[config.mk]
export PLATFORM = sky130hd
export DESIGN_NAME = wdog_window
export DESIGN_NICKNAME = d
export VERILOG_FILES = /design/src/rtl/wdog_pkg.sv /design/src/rtl/wdog_cfg.sv /design/src/rtl/wdog_key.sv /design/src/rtl/wdog_cnt.sv /design/src/rtl/wdog_window.sv
export SDC_FILE = /design/constraint.sdc
export NUM_CORES = 1
export LEC_CHECK = 0
export BUFFER_PORTS_ARGS = -buffer_cell sky130_fd_sc_hd__buf_2
export CORE_AREA = 2 2 40 42
export DETAILED_ROUTE_END_ITERATION = 6
export DIE_AREA = 0 0 42 44
export PLACE_DENSITY = 0.78
export SLEW_MARGIN = 30
export SYNTH_ARGS = -nofsm -noshare
export SYNTH_HDL_FRONTEND = slang
export SYNTH_SLANG_ARGS = --single-unit
[constraint.sdc]
create_clock -name clk -period 3.95 [get_ports clk]
set_input_delay 0.79 -clock clk [delete_from_list [all_inputs] [get_ports clk]]
set_output_delay 0.79 -clock clk [all_outputs]
set_load 0.1 [all_outputs]
[src/rtl/wdog_pkg.sv]
package wdog_pkg;
  localparam logic [7:0] KEY_FIRST  = 8'h55;
  localparam logic [7:0] KEY_SECOND = 8'hAA;

  typedef enum logic {KEY_IDLE, KEY_ARMED} key_state_t;

  // first count value at which servicing is allowed in window mode
  function automatic int win_start(input int timeout);
    return (3 * timeout) / 4;
  endfunction

  // next key tracker state for one service write
  function automatic key_state_t key_next(input key_state_t cur,
                                          input logic [7:0] data);
    if (data == KEY_FIRST) return KEY_ARMED;
    return KEY_IDLE;
  endfunction
endpackage

[src/rtl/wdog_cfg.sv]
module wdog_cfg (
  input  logic clk,
  input  logic rst_n,
  input  logic cfg_we,
  input  logic cfg_bus_clk,
  input  logic cfg_window,
  output logic src_bus,
  output logic win_en
);
  logic locked;

  always_ff @(posedge clk or negedge rst_n) begin
    if (!rst_n) begin
      locked  <= 1'b0;
      src_bus <= 1'b0;
      win_en  <= 1'b0;
    end else if (cfg_we && !locked) begin
      locked  <= 1'b1;
      src_bus <= cfg_bus_clk;
      win_en  <= cfg_window;
    end
  end


  cfg_frozen_chk: assert property (@(posedge clk) disable iff (!rst_n)
    locked |=> ($stable(src_bus) && $stable(win_en) && locked));
endmodule

[src/rtl/wdog_key.sv]
module wdog_key
  import wdog_pkg::*;
(
  input  logic       clk,
  input  logic       rst_n,
  input  logic       wr,
  input  logic [7:0] data,
  input  logic       abort,
  output logic       done,
  output logic       armed
);
  key_state_t state;

  assign armed = (state == KEY_ARMED);
  assign done  = wr && armed && (data == KEY_SECOND);

  always_ff @(posedge clk or negedge rst_n) begin
    if (!rst_n)        state <= KEY_IDLE;
    else if (abort)    state <= KEY_IDLE;
    else if (wr)       state <= key_next(state, data);
  end


  key_clear_chk: assert property (@(posedge clk) disable iff (!rst_n)
    done |=> !armed);

  key_drop_chk: assert property (@(posedge clk) disable iff (!rst_n)
    (wr && data != KEY_FIRST) |=> !armed);
endmodule

[src/rtl/wdog_cnt.sv]
module wdog_cnt #(
  parameter int TIMEOUT = 1024,
  localparam int CW = $clog2(TIMEOUT)
) (
  input  logic          clk,
  input  logic          rst_n,
  input  logic          advance,
  input  logic          clear,
  output logic [CW-1:0] cnt,
  output logic          at_end
);
  localparam logic [CW-1:0] LAST = CW'(TIMEOUT - 1);

  assign at_end = advance && (cnt == LAST);

  always_ff @(posedge clk or negedge rst_n) begin
    if (!rst_n)        cnt <= '0;
    else if (clear)    cnt <= '0;
    else if (advance)  cnt <= cnt + 1'b1;
  end


  no_overflow_chk: assert property (@(posedge clk) disable iff (!rst_n)
    cnt <= LAST);

  cnt_hold_chk: assert property (@(posedge clk) disable iff (!rst_n)
    (!advance && !clear) |=> $stable(cnt));

  cnt_restart_chk: assert property (@(posedge clk) disable iff (!rst_n)
    clear |=> (cnt == '0));
endmodule

[src/rtl/wdog_window.sv]
module wdog_window
  import wdog_pkg::*;
#(
  parameter int TIMEOUT = 1024,
  localparam int CW = $clog2(TIMEOUT)
) (
  input  logic       clk,
  input  logic       rst_n,
  input  logic       tick_1k,
  input  logic       cfg_we,
  input  logic       cfg_bus_clk,
  input  logic       cfg_window,
  input  logic       svc_we,
  input  logic [7:0] svc_data,
  output logic       rst_req
);
  localparam logic [CW-1:0] WIN_B = CW'(win_start(TIMEOUT));

  logic          src_bus, win_en, win_active;
  logic          advance, at_end, key_done, key_armed;
  logic          early_fault, service, expire, fire;
  logic [CW-1:0] cnt;

  wdog_cfg u_cfg (
    .clk(clk), .rst_n(rst_n), .cfg_we(cfg_we),
    .cfg_bus_clk(cfg_bus_clk), .cfg_window(cfg_window),
    .src_bus(src_bus), .win_en(win_en)
  );

  assign win_active  = src_bus && win_en;
  assign advance     = src_bus ? 1'b1 : tick_1k;
  assign early_fault = win_active && svc_we && (cnt < WIN_B);
  assign service     = key_done && !early_fault;
  assign expire      = at_end && !service;
  assign fire        = early_fault || expire;

  wdog_key u_key (
    .clk(clk), .rst_n(rst_n), .wr(svc_we), .data(svc_data),
    .abort(fire), .done(key_done), .armed(key_armed)
  );

  wdog_cnt #(.TIMEOUT(TIMEOUT)) u_cnt (
    .clk(clk), .rst_n(rst_n), .advance(advance),
    .clear(fire || service), .cnt(cnt), .at_end(at_end)
  );

  always_ff @(posedge clk or negedge rst_n) begin
    if (!rst_n) rst_req <= 1'b0;
    else        rst_req <= fire;
  end


  early_fault_chk: assert property (@(posedge clk) disable iff (!rst_n)
    early_fault |=> rst_req);

  win_needs_bus_chk: assert property (@(posedge clk) disable iff (!rst_n)
    !src_bus |-> !early_fault);

  service_quiet_chk: assert property (@(posedge clk) disable iff (!rst_n)
    (service && !early_fault) |=> (!rst_req && cnt == '0));

  open_window_chk: assert property (@(posedge clk) disable iff (!rst_n)
    (svc_we && cnt >= WIN_B && !at_end) |=> !rst_req);
endmodule

# --- Yosys cells after proc, flatten, opt, wreduce, memory -nomap -nowiden ---
# Cells that the tools add are included.
# W data, S select, Z words.
totals:
  reg_bits: 15
  input_bits: 15
  elab_cells: 37
op_classes:
  n_addsub: 1
  order_cmp: 1
  n_eq_ne: 3
  mux: 10
  n_reduce_logical: 16
op_table:
  columns: ["operator", "n"]
  rows:
  - ["$mux W10", 2]
  - ["$add A10 B1 Y10 const B", 1]
  - ["$eq A10 B10 Y1 const B", 1]
  - ["$lt A10 B10 Y1 const B", 1]
  - ["$logic_and A1 B1 Y1", 9]
  - ["$eq A8 B7 Y1 const B", 1]
  - ["$eq A8 B8 Y1 const B", 1]
  - ["$mux W1", 8]
  - ["$reduce_bool A2 Y1", 2]
  - ["$logic_not A1 Y1", 3]
  - ["$logic_or A1 B1 Y1", 2]

# --- Longest topological paths before layout ---
logic_depth:
  ltp_word: 12
  depth_mapped: 6

# --- Hierarchy ---
# A second synthesis with hierarchy kept.
unflattened:
  cells_unflattened: 74
  hier_area_um2: 812.0
modules_own_cells:
  columns: ["mod", "instances", "cells_per_inst", "area_per_inst_um2", "seq_area_each_um2"]
  rows:
  - ["wdog_cnt", 1, 50, 509.2, 250.2]
  - ["wdog_cfg", 1, 7, 125.1, 75.1]
  - ["wdog_key", 1, 9, 103.8, 25.0]
  - ["wdog_window", 1, 8, 73.8, 25.0]

# --- Worst setup path before layout ---
# No wires, ideal clock.
synth_path:
  path_type: "input-to-reg"
  startpoint: "in svc_data[2]"
  endpoint: "reg u_cnt.cnt[4]"
  setup_ns: 0.126
  arrival_ns: 1.858
  required_time_ns: 3.824
  setup_slack_ns: 1.967
  cell_stages: 5
  path_cell_list: "or4bb_1 -> nor4_1 -> or3b_1 -> buf_6 -> a21oi_1"
synth_between:
  elab_chain_cells: 8
  word_cells_on_any_way: 9
  cone_classes: "eq/ne: 1; mux: 1; reduce/logical: 7"
synth_lines:
  columns: ["item", "line", "source"]
  rows:
  - ["start: declaration", "wdog_window.sv:14", "input logic [7:0] svc_data,"]
  - ["$eq A8 B8 Y1 (*)", "wdog_key.sv:15", "assign done = wr && armed && (data == KEY_SECOND);"]
  - ["$logic_and A1 B1 Y1 (*)", "wdog_key.sv:15", null]
  - ["$logic_and A1 B1 Y1 (*)", "wdog_window.sv:33", "assign service = key_done && !early_fault;"]
  - ["$logic_not A1 Y1", "wdog_window.sv:34", "assign expire = at_end && !service;"]
  - ["$logic_and A1 B1 Y1", "wdog_window.sv:34", null]
  - ["$logic_or A1 B1 Y1", "wdog_window.sv:35", "assign fire = early_fault || expire;"]
  - ["$logic_or A1 B1 Y1 (*)", "wdog_window.sv:44", ".clear(fire || service), .cnt(cnt), .at_end(at_end)"]
  - ["$mux W10 or $reduce_bool A2 Y1 (tied branches)", null, null]
  - ["end signal: assignment", "wdog_cnt.sv:19", "else if (advance) cnt <= cnt + 1'b1;"]
  - ["end: declaration", "wdog_cnt.sv:9", "output logic [CW-1:0] cnt,"]
# Mark *: on every way between the ends. The rest lies on a longest branch, timed or not.
# A chain may end at the register's enable or synchronous reset.

# --- Final worst setup path ---
layout_path:
  startpoint: "in svc_data[2]"
  endpoint: "reg u_cnt.cnt[2]"
# Same word-level chain as after synthesis.

==> flow_summary.ini <==
[run_status]
status = finished clean

[cells_and_area]
nFillCells = 127
fin_cells = 107
drive_above_1_share_pct = 24.2
seqCellArea_um2 = 375
final_net_count = 108
antennaDiodeCount = 0
area_delta_synth_final_pct = 14.7
multi_input_area_um2 = 349

[drt]
routed_via_density = 5.55
wirelength_mm = 1.29
dr.pass1.iters = 4
post_drt_wl_per_cell_um = 12.0
drc = 0
detail-route-antenna-nets = 0
drt-initial-drc-count = 3
vias = 594

[setup_path]
critical-path-top-delay-family = simple AND/OR/NAND/NOR gates
cpMaxStageDelayCell = or4bb_1
setup.worst_path.class = input port to register
crit_buf_inv = 1
arrival_ns = 2.14
cp_max_fo = 10
reg2reg_depth = 5
slowest_delay_ns = 0.49
critPathCaptureType = register
worst-path-stages = 5
required_ns = 4.10
cp_cell_sequence = buf_2 > or4bb_1 > nor4_1 > or3b_1 > nor2_1
cp-start-kind = input port

[global_route]
grt_first_pass_wirelength_mm = 2.35
overflow = 0
grt_max_degree = 16
grt_pass1_vias = 596
grtUsageTotal_pct = 16.8
antenna_found_initial = 0

[pwr]
total_leakage_power_uw = 0.000382
p_per_area_mw_per_mm2 = 443
peakVddDrop_uv = 320

[timing]
hold_viol = 0
slew_headroom_pct = 68.1
fmax_mhz = 504
report.final.setup_viol = 0
fin_setup_tns_ns = 0
rsz0062_at_grt = no
timing.final.ws_setup_ns = 1.96
tightest_slew_ns = 0.482
min_period_over_period_pct = 50.3
finClkSkew_ns = 0.00535
post-route-min-period_ns = 1.99
slew_violations = 0

[die]
start_util_pct = 52.6
die_w_um = 42
die_area_mm2 = 0.00185
rows = 14
die_y_um = 44
coreArea_mm2 = 0.00142
io_pins = 16

[yosys]
synth_top_area_cell = dfrtp_1
synth_top_cell_area_share_pct = 50.3
synth-edff-count = 0
synth_xor_xnor_area_share_pct = 9.38
synthesis.nets = 89
synth_top_family_by_area = simple AND/OR/NAND/NOR gates
ys_warn_count = 0
synthDistinctLibCells = 26
yosys.area_share.simple_pct = 25.3
netlist_instances = 73
synth_ff_type = dfrtp_1
avgSynthCellArea_um2 = 10.2
ys_ff_latch = 15
yosys.area_share.adder_pct = 1.68
synthesis.area_um2 = 747
async_flop_share_pct = 100
seq_area_frac_synth_pct = 50.3
muxShareOfSynthArea_pct = 3.02
synth.area.top_cells = dfrtp_1, xnor2_1, nor2_1
synth_compound_area_share_pct = 7.37

[cts]
cts_setup_buffers = 0
cts_hold_buf = 0
numCtsBuffers = 3
cts.clk_slew.worst_paths_ns = 0.09
cts_num_sinks = 15
clock-root-buffer = clkbuf_4
cts_tree = done
htreeDepth = 1
insertion_delay_ns = 0.28
cts_buffer_depth = 2
cts_resized = 0

[placement]
hpwl_um = 986
place_congestion = 0.665
io_buffers = 15
placed_cells = 103
preCtsSetupSlack_ns = 1.67

[flow_run]
maxCapViolCount = 0

[hold_path]
hp-class = input port to async pin
==> layout make-up <==
cell class / instances / share of cell area (%)
flip-flops and latches: 15 / 43.8
multi-input cells: 54 / 40.7
repair buffers: 15 / 8.76
clock buffers: 4 / 3.07
well taps: 16 / 2.34
inverters: 3 / 1.31
==> layer usage <==
layer  track usage, %  vias to the layer above  part of all wire [%]
li1                 -                      293                     -
met1             21.9                      287                    46
met2             27.8                       12                    49
met3             2.50                        2                   4.3
met4             7.74                        0                  0.62
met5                0                        -                     0
==> cell usage in the layout (no fill, tap or decap), drive strengths merged, types with 2 or more instances in the layout <==
cell type,count
buf,15
dfrtp,15
xnor2,6
nand3,3
nand2,4
nor3,3
nor4bb,2
nor4,2
a21oi,3
xor2,2
mux2,2
inv,3
o21ai,4
clkbuf,4
nor2,11
==> power by group <==
part	leakage, uW	internal [uW]	total (uW)	switching, uW
Combinational	0.000174	38.8	85.1	46.3
Clock	0.0000150	39.1	85.3	46.1
Sequential	0.000193	183	209	26.4
Total	0.000382	261	379	119
==> metrics by stage <==
stage | area (um^2) | util, % | total power (uW) | hold slack, ns
after floorplan | 747 | - | 271 | 0.438
after global placement | 831 | 58.6 | 293 | 0.451
after detailed placement | 831 | 58.6 | 297 | 0.454
after CTS | 857 | 60.4 | 383 | 0.405
after global routing | 857 | 60.4 | 409 | 0.425
final | 857 | 60.4 | 379 | 0.399
==> synthesized netlist by cell type, types with 2 or more instances <==
master	n
o21ai_0	4
nor2_1	11
nand3_1	3
dfrtp_1	15
nor3_1	3
nand2_1	4
mux2_2	2
a21oi_1	3
nor4bb_1	2
xor2_1	2
nor4_1	2
xnor2_1	6
inv_1	3
==> cells by family after synthesis <==
family / Yosys count
XOR/XNOR: 8
AND/OR/NAND/NOR: 34
multiplexers: 2
AO/OA/AOI/OAI: 9
adder cells (fa/ha/maj): 1
flip-flops: 15
buffers and inverters: 4
==> final timing paths <==
path,startpoint,slack (ns),endpoint
setup / recovery,svc_data[2],1.96,u_cnt.cnt[2]
hold / removal,rst_n,0.40,u_cnt.cnt[9]
setup reg to reg,u_cnt.cnt[0],2.13,u_cnt.cnt[2]
hold reg to reg,u_cfg.locked,0.47,u_cfg.locked
max in group asynchronous,rst_n,3.30,u_cnt.cnt[0]
min in group clk,u_cfg.locked,0.47,u_cfg.locked
==> flip-flops by register name (all words and copies together) (netlist names) <==
register / cells
u_cnt.cnt: 10
u_key.armed: 1
u_cfg.src_bus: 1
u_cfg.win_en: 1
rst_req: 1
u_cfg.locked: 1
Power figures use the tool's default switching activity.
